<file path="config.mk">
export PLATFORM = sky130hd
export DESIGN_NAME = pnl_pwr_seq
export DESIGN_NICKNAME = d
export VERILOG_FILES = /design/src/rtl/psq_pkg.sv /design/src/rtl/psq_rom.sv /design/src/rtl/psq_ctl.sv /design/src/rtl/psq_seq.sv /design/src/rtl/pnl_pwr_seq.sv
export SDC_FILE = /design/constraint.sdc
export NUM_CORES = 1
export LEC_CHECK = 0
export ABC_AREA = 1
export BUFFER_PORTS_ARGS = -buffer_cell sky130_fd_sc_hd__buf_2
export CORE_MARGIN = 1.5
export CORE_UTILIZATION = 25
export CTS_CLUSTER_DIAMETER = 50
export CTS_CLUSTER_SIZE = 28
export DETAILED_ROUTE_END_ITERATION = 6
export GPL_ROUTABILITY_DRIVEN = 0
export MAX_ROUTING_LAYER = met4
export PLACE_DENSITY_LB_ADDON = 0.05
export SLEW_MARGIN = 15
export SYNTH_ARGS = -nofsm -noshare
export SYNTH_HDL_FRONTEND = slang
export SYNTH_HIERARCHICAL = 1
export SYNTH_SLANG_ARGS = --single-unit
export TNS_END_PERCENT = 10
</file>
<file path="constraint.sdc">
create_clock -name clk_i -period 4.9 [get_ports clk_i]
set_input_delay 0.245 -clock clk_i [delete_from_list [all_inputs] [get_ports clk_i]]
set_output_delay 0.245 -clock clk_i [all_outputs]
set_load 0.03 [all_outputs]
</file>
<file path="src/rtl/psq_pkg.sv">
package psq_pkg;
  localparam int IDX_W = 5;
  localparam logic [1:0] NP_END = 2'd3;
  localparam logic [7:0] OP_INVERT = 8'h21;

  typedef struct packed {
    logic [1:0] np;
    logic [7:0] op;
    logic [7:0] a0;
    logic [7:0] a1;
  } cmd_t;

  typedef enum logic [2:0] {LS_ON, LS_RST, LS_PT, LS_CFG, LS_XF, LS_OFF} list_e;
  typedef enum logic [1:0] {SQ_ON, SQ_OFF, SQ_MODE} seq_e;

  function automatic cmd_t c0(logic [7:0] op);
    return '{np: 2'd0, op: op, a0: 8'h00, a1: 8'h00};
  endfunction

  function automatic cmd_t c1(logic [7:0] op, logic [7:0] a);
    return '{np: 2'd1, op: op, a0: a, a1: 8'h00};
  endfunction

  function automatic cmd_t c2(logic [7:0] op, logic [7:0] a, logic [7:0] b);
    return '{np: 2'd2, op: op, a0: a, a1: b};
  endfunction

  function automatic cmd_t cend();
    return '{np: NP_END, op: 8'h00, a0: 8'h00, a1: 8'h00};
  endfunction
endpackage

</file>
<file path="src/rtl/psq_rom.sv">
module psq_rom
  import psq_pkg::*;
(
  input  list_e            sel_i,
  input  logic [IDX_W-1:0] idx_i,
  input  logic             vga_i,
  input  logic             var_b_i,
  output cmd_t             cmd_o
);

  function automatic cmd_t on_list(int i);
    case (i)
      0:       return c0(8'h29);
      1:       return c2(8'hB8, 8'hFF, 8'hF9);
      2:       return c0(8'h11);
      3:       return c1(8'hB0, 8'h16);
      default: return cend();
    endcase
  endfunction

  function automatic cmd_t off_list(int i);
    case (i)
      0:       return c0(8'h28);
      1:       return c2(8'hB8, 8'h80, 8'h02);
      2:       return c0(8'h10);
      3:       return c1(8'hB0, 8'h00);
      default: return cend();
    endcase
  endfunction

  function automatic cmd_t rst_list(int i);
    if (i == 0) return c0(8'h01);
    if (i < 4) return c0(8'h00);
    return cend();
  endfunction

  // variant 1 drops the fourth pass-through entry
  function automatic cmd_t pt_list(int i, logic vga, logic vb);
    int k;
    k = (vb && i >= 3) ? i + 1 : i;
    case (k)
      0:       return c1(8'hB0, 8'h16);
      1:       return c1(8'hBC, vga ? 8'h80 : 8'h81);
      2:       return c1(8'hE1, 8'h00);
      3:       return c1(8'h36, 8'h50);
      4:       return c1(8'h3B, vga ? 8'h00 : 8'h22);
      default: return cend();
    endcase
  endfunction

  function automatic cmd_t cfg_list(int i);
    case (i)
      0:       return c2(8'hB8, 8'hFF, 8'hF9);
      1:       return c0(8'h11);
      2:       return c1(8'hBA, 8'h01);
      3:       return c1(8'hBB, 8'h00);
      4:       return c1(8'h3A, 8'h60);
      5:       return c1(8'hBF, 8'h10);
      6:       return c1(8'hB1, 8'h56);
      7:       return c1(8'hB2, 8'h33);
      8:       return c1(8'hB3, 8'h11);
      9:       return c1(8'hB4, 8'h02);
      10:      return c1(8'hB5, 8'h35);
      11:      return c1(8'hB6, 8'h40);
      12:      return c1(8'hB7, 8'h03);
      13:      return c1(8'hBD, 8'h00);
      14:      return c1(8'hBE, 8'h00);
      15:      return c1(8'hC0, 8'h11);
      16:      return c1(8'hC1, 8'h11);
      17:      return c1(8'hC2, 8'h11);
      18:      return c2(8'hC3, 8'h20, 8'h40);
      19:      return c2(8'hC4, 8'h60, 8'hC0);
      20:      return c2(8'hC5, 8'h10, 8'h20);
      21:      return c1(8'hC6, 8'hC0);
      22:      return c2(8'hC7, 8'h33, 8'h43);
      23:      return c1(8'hC8, 8'h44);
      24:      return c1(8'hC9, 8'h33);
      25:      return c1(8'hCA, 8'h00);
      26:      return c2(8'hEC, 8'h01, 8'hF0);
      default: return cend();
    endcase
  endfunction

  function automatic cmd_t xf_vga(int i, logic vb);
    case (i)
      0:       return c1(8'hCF, 8'h02);
      1:       return c2(8'hD0, 8'h08, 8'h04);
      2:       return c1(8'hD1, 8'h01);
      3:       return vb ? c2(8'hD2, 8'h00, 8'h1E) : c2(8'hD2, 8'h14, 8'h00);
      4:       return vb ? c2(8'hD3, 8'h14, 8'h28) : c2(8'hD3, 8'h1A, 8'h0F);
      5:       return vb ? c2(8'hD4, 8'h28, 8'h64) : c2(8'hD4, 8'h1F, 8'hAF);
      6:       return vb ? c1(8'hD5, 8'h28) : c1(8'hD5, 8'h14);
      7:       return c0(OP_INVERT);
      8:       return c0(8'h29);
      default: return cend();
    endcase
  endfunction

  function automatic cmd_t xf_qvga(int i);
    case (i)
      0:       return c1(8'hD6, 8'h02);
      1:       return c2(8'hD7, 8'h08, 8'h04);
      2:       return c1(8'hD8, 8'h01);
      3:       return c2(8'hD9, 8'h00, 8'h08);
      4:       return c2(8'hDE, 8'h05, 8'h0A);
      5:       return c2(8'hDF, 8'h0A, 8'h19);
      6:       return c1(8'hE0, 8'h0A);
      7:       return c0(OP_INVERT);
      8:       return c0(8'h29);
      default: return cend();
    endcase
  endfunction

  always_comb begin
    int i;
    i = int'(idx_i);
    case (sel_i)
      LS_ON:   cmd_o = on_list(i);
      LS_RST:  cmd_o = rst_list(i);
      LS_PT:   cmd_o = pt_list(i, vga_i, var_b_i);
      LS_CFG:  cmd_o = cfg_list(i);
      LS_XF:   cmd_o = vga_i ? xf_vga(i, var_b_i) : xf_qvga(i);
      LS_OFF:  cmd_o = off_list(i);
      default: cmd_o = cend();
    endcase
  end

endmodule

</file>
<file path="src/rtl/psq_ctl.sv">
module psq_ctl
  import psq_pkg::*;
#(
  parameter int LVL_W   = 3,
  parameter int HRES_W  = 12,
  parameter int ON_MAX  = 1,
  parameter int OFF_LVL = 4,
  parameter int VGA_WA  = 640,
  parameter int VGA_WB  = 480
) (
  input  logic              clk_i,
  input  logic              rst_ni,
  input  logic              pwr_req_i,
  input  logic [LVL_W-1:0]  pwr_level_i,
  input  logic              mode_req_i,
  input  logic [HRES_W-1:0] hres_i,
  input  logic              busy_i,
  input  logic              done_i,
  input  logic              fail_i,
  output logic              start_o,
  output seq_e              kind_o,
  output logic              vga_o,
  output logic              err_o
);

  localparam logic [LVL_W-1:0]  ON_MAX_L  = LVL_W'(ON_MAX);
  localparam logic [LVL_W-1:0]  OFF_LVL_L = LVL_W'(OFF_LVL);
  localparam logic [HRES_W-1:0] WA_L      = HRES_W'(VGA_WA);
  localparam logic [HRES_W-1:0] WB_L      = HRES_W'(VGA_WB);

  logic [LVL_W-1:0] level_q, pend_lvl_q;
  logic             vga_q, pend_vga_q, pend_pwr_q, err_q;
  logic             accept, new_on, cur_on, pwr_edge, req_vga;

  assign accept   = (pwr_req_i || mode_req_i) && !busy_i;
  assign new_on   = pwr_level_i <= ON_MAX_L;
  assign cur_on   = level_q <= ON_MAX_L;
  assign pwr_edge = new_on != cur_on;
  assign req_vga  = (hres_i == WA_L) || (hres_i == WB_L);
  assign err_o    = err_q;

  // power strobe wins over mode strobe
  always_comb begin
    start_o = 1'b0;
    kind_o  = SQ_OFF;
    vga_o   = vga_q;
    if (accept) begin
      if (pwr_req_i) begin
        if (pwr_edge) begin
          start_o = 1'b1;
          kind_o  = new_on ? SQ_ON : SQ_OFF;
        end
      end else if (req_vga != vga_q) begin
        start_o = 1'b1;
        kind_o  = SQ_MODE;
        vga_o   = req_vga;
      end
    end
  end

  always_ff @(posedge clk_i or negedge rst_ni) begin
    if (!rst_ni) begin
      level_q    <= OFF_LVL_L;
      pend_lvl_q <= OFF_LVL_L;
      vga_q      <= 1'b1;
      pend_vga_q <= 1'b1;
      pend_pwr_q <= 1'b0;
      err_q      <= 1'b0;
    end else begin
      if (accept) begin
        err_q <= 1'b0;
        if (pwr_req_i) begin
          pend_pwr_q <= 1'b1;
          pend_lvl_q <= pwr_level_i;
          if (!pwr_edge) level_q <= pwr_level_i;
        end else begin
          pend_pwr_q <= 1'b0;
          pend_vga_q <= req_vga;
        end
      end
      if (done_i) begin
        if (pend_pwr_q) level_q <= pend_lvl_q;
        else            vga_q   <= pend_vga_q;
      end
      if (fail_i) err_q <= 1'b1;
    end
  end


  err_set_chk: assert property (@(posedge clk_i) disable iff (!rst_ni)
    fail_i |=> err_o);


  state_hold_chk: assert property (@(posedge clk_i) disable iff (!rst_ni)
    busy_i && !done_i && !fail_i |=> $stable(level_q) && $stable(vga_q));

endmodule

</file>
<file path="src/rtl/psq_seq.sv">
module psq_seq
  import psq_pkg::*;
(
  input  logic             clk_i,
  input  logic             rst_ni,
  input  logic             start_i,
  input  seq_e             kind_i,
  input  logic             vga_i,
  input  logic             var_b_i,
  input  cmd_t             rom_i,
  output list_e            sel_o,
  output logic [IDX_W-1:0] idx_o,
  output logic             vga_o,
  output logic             busy_o,
  output logic             done_o,
  output logic             fail_o,
  output logic             cmd_valid_o,
  input  logic             cmd_ready_i,
  input  logic             cmd_err_i,
  output cmd_t             cmd_o
);

  localparam logic [IDX_W-1:0] IDX_ONE  = IDX_W'(1);
  localparam logic [2:0]       STEP_ONE = 3'd1;

  logic             run_q, vga_q;
  seq_e             kind_q;
  logic [2:0]       step_q;
  logic [IDX_W-1:0] idx_q;
  logic             last, is_end, skip;

  // chain of groups per sequence kind
  always_comb begin
    sel_o = LS_OFF;
    last  = 1'b1;
    case (kind_q)
      SQ_ON: begin
        last = step_q >= 3'd4;
        case (step_q)
          3'd0:    sel_o = LS_ON;
          3'd1:    sel_o = LS_RST;
          3'd2:    sel_o = LS_PT;
          3'd3:    sel_o = LS_CFG;
          default: sel_o = LS_XF;
        endcase
      end
      SQ_MODE: begin
        last = step_q >= 3'd2;
        case (step_q)
          3'd0:    sel_o = LS_PT;
          3'd1:    sel_o = LS_CFG;
          default: sel_o = LS_XF;
        endcase
      end
      default: begin
        sel_o = LS_OFF;
        last  = 1'b1;
      end
    endcase
  end

  assign idx_o       = idx_q;
  assign vga_o       = vga_q;
  assign busy_o      = run_q;
  assign is_end      = rom_i.np == NP_END;
  assign skip        = var_b_i && rom_i.np == 2'd0 && rom_i.op == OP_INVERT;
  assign cmd_valid_o = run_q && !is_end && !skip;
  assign cmd_o       = rom_i;
  assign done_o      = run_q && is_end && last;
  assign fail_o      = cmd_valid_o && cmd_ready_i && cmd_err_i;

  always_ff @(posedge clk_i or negedge rst_ni) begin
    if (!rst_ni) begin
      run_q  <= 1'b0;
      kind_q <= SQ_OFF;
      vga_q  <= 1'b1;
      step_q <= 3'd0;
      idx_q  <= '0;
    end else if (!run_q) begin
      if (start_i) begin
        run_q  <= 1'b1;
        kind_q <= kind_i;
        vga_q  <= vga_i;
        step_q <= 3'd0;
        idx_q  <= '0;
      end
    end else if (is_end) begin
      if (last) run_q <= 1'b0;
      else begin
        step_q <= step_q + STEP_ONE;
        idx_q  <= '0;
      end
    end else if (skip) begin
      idx_q <= idx_q + IDX_ONE;
    end else if (cmd_ready_i) begin
      if (cmd_err_i) run_q <= 1'b0;
      else           idx_q <= idx_q + IDX_ONE;
    end
  end


  word_hold_chk: assert property (@(posedge clk_i) disable iff (!rst_ni)
    cmd_valid_o && !cmd_ready_i |=> cmd_valid_o && $stable(cmd_o));


  no_invert_chk: assert property (@(posedge clk_i) disable iff (!rst_ni)
    cmd_valid_o && var_b_i |-> !(cmd_o.np == 2'd0 && cmd_o.op == OP_INVERT));


  fail_stop_chk: assert property (@(posedge clk_i) disable iff (!rst_ni)
    fail_o |=> !busy_o);


  no_marker_chk: assert property (@(posedge clk_i) disable iff (!rst_ni)
    cmd_valid_o |-> busy_o && cmd_o.np != NP_END);

endmodule

</file>
<file path="src/rtl/pnl_pwr_seq.sv">
module pnl_pwr_seq
  import psq_pkg::*;
#(
  parameter int LVL_W   = 3,
  parameter int HRES_W  = 12,
  parameter int ON_MAX  = 1,
  parameter int OFF_LVL = 4,
  parameter int VGA_WA  = 640,
  parameter int VGA_WB  = 480
) (
  input  logic              clk_i,
  input  logic              rst_ni,
  input  logic              variant_i,
  input  logic              pwr_req_i,
  input  logic [LVL_W-1:0]  pwr_level_i,
  input  logic              mode_req_i,
  input  logic [HRES_W-1:0] hres_i,
  output logic              cmd_valid_o,
  input  logic              cmd_ready_i,
  input  logic              cmd_err_i,
  output logic [1:0]        cmd_nparam_o,
  output logic [7:0]        cmd_op_o,
  output logic [7:0]        cmd_arg0_o,
  output logic [7:0]        cmd_arg1_o,
  output logic              busy_o,
  output logic              err_o
);

  logic             start, seq_vga, rom_vga, done, fail, busy;
  seq_e             kind;
  list_e            sel;
  logic [IDX_W-1:0] idx;
  cmd_t             rom_cmd, cmd;

  psq_ctl #(
    .LVL_W(LVL_W), .HRES_W(HRES_W), .ON_MAX(ON_MAX),
    .OFF_LVL(OFF_LVL), .VGA_WA(VGA_WA), .VGA_WB(VGA_WB)
  ) u_ctl (
    .clk_i, .rst_ni, .pwr_req_i, .pwr_level_i, .mode_req_i, .hres_i,
    .busy_i(busy), .done_i(done), .fail_i(fail),
    .start_o(start), .kind_o(kind), .vga_o(seq_vga), .err_o
  );

  psq_seq u_seq (
    .clk_i, .rst_ni, .start_i(start), .kind_i(kind), .vga_i(seq_vga),
    .var_b_i(variant_i), .rom_i(rom_cmd), .sel_o(sel), .idx_o(idx),
    .vga_o(rom_vga), .busy_o(busy), .done_o(done), .fail_o(fail),
    .cmd_valid_o, .cmd_ready_i, .cmd_err_i, .cmd_o(cmd)
  );

  psq_rom u_rom (
    .sel_i(sel), .idx_i(idx), .vga_i(rom_vga), .var_b_i(variant_i),
    .cmd_o(rom_cmd)
  );

  assign busy_o       = busy;
  assign cmd_nparam_o = cmd.np;
  assign cmd_op_o     = cmd.op;
  assign cmd_arg0_o   = cmd.a0;
  assign cmd_arg1_o   = cmd.a1;

endmodule

</file>
==> flow_summary.yaml, run 1 <==
global_routing:
  grt_pass1_vias: 3588
  grt_pass1_wl_um: 20100
  grt_overflow: 0
  grt_max_degree: 28
  grtUsageTotal_pct: 18.3
  antenna_found_initial: 0
power_and_ir_drop:
  total_power_mw: 2.39
  vdd_drop_max_v: 0.000384
  powerDensity_nw_per_um2: 624
  leakagePower_nw: 2.02
cells_and_area:
  nets: 643
  drive_above_1_share_pct: 22.3
  finalNonFillerCells: 776
  finalInstanceArea_um2: 3830
  antenna_cells: 0
  syn2layout_area_growth_pct: 10.1
clock_tree:
  cts_setup_buffers: 0
  cts-root-buf: "clkbuf_16"
  clockBufferDepth: 2
  cts_tree: "yes"
  cts_buffers: 3
  h-tree-depth: 1
  clkTransAtPathRegs_ns: 0.06
  cts.sinks: 20
  clk_latency_ns: 0.25
worst_setup_path:
  worstPathRequired_ns: 4.66
  slowest_stage: "dfrtp_1"
  critical-path-top-delay-family: "simple AND/OR/NAND/NOR gates"
  crit_path_end_kind: "output pin"
  worstPathBufferInverterCount: 6
  cp-start-kind: "flop"
  path_cells: "inv_1, ha_1, inv_1, nor2_1, nor2_1, inv_1, nand2_1, nand3_1, nand2_1, a21oi_1, nand2_1, inv_1, nand2_1, nor2_1, nand3_2, nand2_1, inv_1, buf_2"
  arrival_ns: 3.57
  slowest_delay_ns: 0.51
  crit_type: "flop to output pin"
  critPathMaxFanout: 10
yosys:
  ys.flop_type: "dfrtp_1"
  netlist.area_leader.share_pct: 15.4
  synth_commonest_cells: "nand2_1, nand3_1, nor2_1, inv_1, a21oi_1"
  synth.cell_area_um2: 3480
  async_reset_ff_share_pct: 100
  ys_warn_count: 6
  netlist_instances: 580
  yosysSeqAreaShare_pct: 14.6
  synth_nets: 622
  synthMostInstantiatedCell: "nand2_1"
  ys_top_cells_by_area: "nand2_1, dfrtp_1, nand3_1"
  ys_types: 44
  postSynthAreaPerCell_um2: 6.01
  yosysTopAreaCell: "nand2_1"
  ys_ff_latch: 20
  synth_edf_count: 0
die:
  start_util_pct: 26.0
  die_area_um2: 14700
  coreArea_um2: 13400
  rows: 42
  pin_count: 51
  die_x_um: 121
  die_y_um: 121
sta:
  tns_ns: 0
  rsz0062_at_grt: "false"
  drv_slew: 0
  slew_headroom_pct: 43.5
  worstMarginPinSlew_ns: 0.848
  fmax_mhz: 262
  min_period_ns: 3.82
  clock-skew-final_ns: 0.00822
  fin_hold_ws_ns: 0.244
  finalCritPeriodShare_pct: 77.9
  setup_viol: 0
  hold_viol: 0
drt:
  postRouteAntennaNets: 0
  wl_met2_um: 6190
  drt_iter0_drc: 257
  drt_wl_total_um: 13000
  routed-via-count: 3863
  first_pass_iters: 5
  dr_wl_met3_um: 721
  wl_met1_um: 5690
  vias_per_cell: 4.98
  route.detailed.drc: 0
  highest_layer: "met4"
  wl_per_cell_um: 16.8
hold_path:
  hp-class: "input pin to flop"
run:
  cap_violations: 0
placed_design:
  numPortBuffers: 49
  dp_cells: 771
  postPlaceCellArea_um2: 3720
  dp_hpwl_um: 10400
status:
  outcome: "completed"
per-stage QoR:
step	util (%)	setup slack [ns]
floorplan	-	2.15
global placement	27.8	1.30
detailed placement	27.8	1.34
CTS	28.6	1.06
global route	28.6	0.741
finish	28.6	1.08
power breakdown:
part           switching, mW  total (mW)  internal (mW)
Clock                 0.0637       0.226          0.162
Sequential            0.0875       0.332          0.244
Combinational           1.30        1.83          0.535
state kept, by name, indices dropped and copies added (netlist names):
| name | flops |
|---|---|
| u_seq/vga_o | 1 |
| u_seq/idx_o | 5 |
| u_ctl/pend_vga_q | 1 |
| u_ctl/err_o | 1 |
| u_ctl/pend_pwr_q | 1 |
| u_seq/step_q | 3 |
| u_seq/busy_o | 1 |
| u_seq/kind_q | 2 |
| u_ctl/pend_lvl_q | 2 |
| u_ctl/level_q | 2 |
| u_ctl/vga_q | 1 |
logic make-up (layout without fill, tap and decap cells):
kind of cell / count (synthesis) / count (layout) / share of synthesized area (%)
adder cells (fa/ha/maj): 20 / 20 / 7.18
flip-flops: 20 / 20 / 14.6
AND/OR/NAND/NOR: 325 / 325 / 45.0
multiplexers: 3 / 3 / 0.969
XOR/XNOR: 2 / 2 / 0.503
AO/OA/AOI/OAI: 99 / 99 / 16.3
buffers and inverters: 111 / 131 / 15.5
worst min-delay path, stage by stage:
cell and delay (ns):
buf_2 0.11, nand2_1 0.06, a31oi_1 0.08
path summary, 6_finish.rpt:
kind	from	endpoint	slack (ns)	cells past startpoint
worst min register to register	u_ctl/err_o	u_ctl/err_o	0.49	1
max in group asynchronous	rst_ni	u_ctl/pend_vga_q	4.04	2
worst max-delay path	u_seq/idx_o[0]	cmd_valid_o	1.08	18
worst min-delay path	pwr_level_i[2]	u_ctl/level_q[2]	0.24	3
worst max register to register	u_seq/step_q[1]	u_ctl/level_q[2]	1.36	15
min in group asynchronous	rst_ni	u_ctl/pend_lvl_q[1]	0.48	2
layer usage:
metal / vias up / track usage (%)
met5: - / -
met4: 0 / 6.03
met3: 23 / 2.02
met2: 151 / 30.2
met1: 1749 / 23.4
li1: 1940 / -
cells in the final DEF, fill, tap and decap left out, types with 13 or more instances in the layout:
cell       n
dfrtp_1   14
nand2_2   13
a21oi_1   28
nand2_1  143
inv_1     48
buf_2     49
nor2_1    55
inv_2     22
o21ai_0   27
ha_1      20
o21ai_1   16
nand3_1   66
cell type report:
type                            count  area (um2)
Clock buffer                        3        75.1
Clock inverter                      1        30.0
Sequential cell                    20         508
Fill cell                        1567        9570
Tap cell                          176         220
Multi-Input combinational cell    449        2430
Timing Repair Buffer               56         300
Inverter                           71         267
what timing repair did:
| item | CTS | global route |
|---|---|---|
| gates resized for setup | 0 | 0 |
| hold buffers | 1 | 0 |
| endpoints found under the setup margin | 0 | 0 |
| endpoints found under the hold margin | 14 | 0 |
(Power assumes the default switching activity.)
==> run 2: changes to the inputs <==
==> constraint.sdc (replaced) <==
create_clock -name clk_i -period 3.34 [get_ports clk_i]
set_input_delay 0.167 -clock clk_i [delete_from_list [all_inputs] [get_ports clk_i]]
set_output_delay 0.167 -clock clk_i [all_outputs]
set_load 0.03 [all_outputs]
==> run 2 against run 1 <==
- utilization increased by 2.7 points
- highest routed layer unchanged
- largest cell class unchanged
- via count increased by 3.6%
- critical endpoint unchanged
- combinational power increased by 68%
- first-iteration DRC count decreased by 3.9%
==> flow_summary.yaml, run 2 (same netlist as run 1, synthesis figures left out) <==
global_routing:
  grtUsageTotal_pct: 18.9
  grt_max_degree: 31
  grt_pass1_wl_um: 20800
  antenna_found_initial: 0
  grt_overflow: 0
  grt_pass1_vias: 3752
drt:
  drt_wl_total_um: 13400
  vias_per_cell: 4.93
  drt_iter0_drc: 247
  first_pass_iters: 6
  highest_layer: "met4"
  wl_per_cell_um: 16.5
  routed-via-count: 4001
  wl_met2_um: 6120
  dr_wl_met3_um: 764
  postRouteAntennaNets: 0
  route.detailed.drc: 0
  wl_met1_um: 5920
power_and_ir_drop:
  pwr-share-seq_pct: 11.9
  intPower_mw: 1.64
  vdd_drop_max_v: 0.000472
  swShare_pct: 57.7
  powerDensity_nw_per_um2: 926
  p_sw_mw: 2.24
  leakagePower_nw: 2.20
  total_power_mw: 3.88
  power_frac_comb_pct: 79.3
  p_clk_share_pct: 8.8
cells_and_area:
  drive_above_1_share_pct: 29.1
  nFillCells: 1532
  nets: 679
  finalNonFillerCells: 812
  mostFrequentLayoutCells: "nand2_1, nand3_1, nor2_1, buf_2, inv_1"
  final_common_cell: "nand2_1"
  finish.utilization_pct: 31.3
  largest_register_ffs: 5
  finalInstanceArea_um2: 4200
  syn2layout_area_growth_pct: 20.4
  antenna_cells: 0
sta:
  min_period_ns: 3.17
  setup_ws_ns: 0.170
  tns_ns: 0
  hold_viol: 0
  drv_slew: 0
  slew_headroom_pct: 67.1
  setup_viol: 0
  clock-skew-final_ns: 0.00687
  fin_hold_ws_ns: 0.155
  rsz0062_at_grt: "false"
  finalCritPeriodShare_pct: 94.9
  fmax_mhz: 315
  worstMarginPinSlew_ns: 0.494
worst_setup_path:
  slowest_delay_ns: 0.42
  crit_path_end_kind: "output pin"
  path_cells: "ha_2, ha_1, a21oi_1, o21ai_0, buf_4, nand3_4, inv_2, buf_6, o211ai_1, nand3_1, nand3b_1, inv_1, nand2_1, nor2_2, nand3_4, nand2_2, inv_1, buf_4"
  worstPathRequired_ns: 3.17
  critical-path-top-delay-family: "simple AND/OR/NAND/NOR gates"
  arrival_ns: 3.00
  critPathMaxFanout: 9
  crit_type: "flop to output pin"
  slowest_stage: "dfrtp_1"
  cp-start-kind: "flop"
  worstPathBufferInverterCount: 6
placed_design:
  dp_cells: 793
  dp_hpwl_um: 10900
  numPortBuffers: 49
  postPlaceCellArea_um2: 3900
  pre_cts_ws_ns: 0.143
clock_tree:
  clockBufferDepth: 2
  h-tree-depth: 1
  cts_buffers: 3
  cts-root-buf: "clkbuf_16"
  cts_tree: "yes"
  clk_latency_ns: 0.26
  clkTransAtPathRegs_ns: 0.06
  cts.sinks: 20
die:
  start_util_pct: 26.0
  pin_count: 51
  die_area_um2: 14700
  coreArea_um2: 13400
  rows: 42
  die_y_um: 121
  die_x_um: 121
run:
  cap_violations: 0
status:
  outcome: "completed"
hold_path:
  hp-class: "input pin to flop"
## run 2: cell count changes in the layout (fill, tap and decap cells not counted), moves of 2 or more
cell / delta
a21oi_1: -2
a21oi_2: +2
buf_12: +2
buf_4: +33
buf_6: +2
nand2_1: -5
nand2_2: +5
nor2_1: -4
nor2_2: +4
## run 2: layer usage
metal | track usage [%] | vias up
met1 | 24.3 | 1804
met4 | 8.75 | 0
met2 | 30.6 | 162
met5 | - | -
li1 | - | 2005
met3 | 1.27 | 30
## run 2: path summary, 6_finish.rpt
path                            cells after the start            start  slack, ns                  end
worst max-delay path                               18  u_seq/step_q[0]       0.17          cmd_valid_o
worst min-delay path                                3   pwr_level_i[2]       0.16     u_ctl/level_q[2]
worst max register to register                     20  u_seq/step_q[0]       0.33       u_seq/idx_o[1]
worst min register to register                      1      u_ctl/err_o       0.49          u_ctl/err_o
max in group asynchronous                           2           rst_ni       2.57       u_seq/idx_o[0]
min in group asynchronous                           2           rst_ni       0.40  u_ctl/pend_lvl_q[1]
## run 2: cell type report
cell class / count / area, um2 / share of cell area, %
Inverter: 71 / 269 / 6.41
Tap cell: 176 / 220 / 5.25
Multi-Input combinational cell: 449 / 2490 / 59.3
Sequential cell: 20 / 509 / 12.1
Clock buffer: 3 / 75.1 / 1.79
Clock inverter: 1 / 30.0 / 0.716
Timing Repair Buffer: 92 / 606 / 14.4
## run 2: power groups by stage
| stage | Combinational (mW) | Sequential, mW | Clock, mW |
|---|---|---|---|
| floorplan | 2.22 | 0.454 | 0 |
| global placement | 2.82 | 0.466 | 0 |
| detailed placement | 2.81 | 0.466 | 0 |
| CTS | 2.85 | 0.463 | 0.347 |
| global route | 3.38 | 0.480 | 0.356 |
| finish | 3.08 | 0.463 | 0.340 |
## run 2: timing repair
item                                    4_1_cts  5_1_grt
buffers inserted                              4       10
gates resized for setup                       4       18
pin swaps                                     1        9
endpoints found under the setup margin        1        5
hold endpoints to repair                     14        0
hold buffers                                  1        0
## run 2: worst reg2reg max path: stages (launching register included)
cell and delay (ns):
dfrtp_1 0.42, ha_2 0.19, ha_1 0.18, a21oi_1 0.13
o21ai_0 0.09, buf_4 0.19, nand3_4 0.14, inv_2 0.06
buf_6 0.14, o211ai_1 0.16, nand3_1 0.16, nand3b_1 0.21
inv_1 0.07, nand2_1 0.05, nor2_2 0.15, nand3_4 0.12
buf_4 0.16, nand3_4 0.09, nand2_4 0.08, nand2_1 0.07
nand2_1 0.05
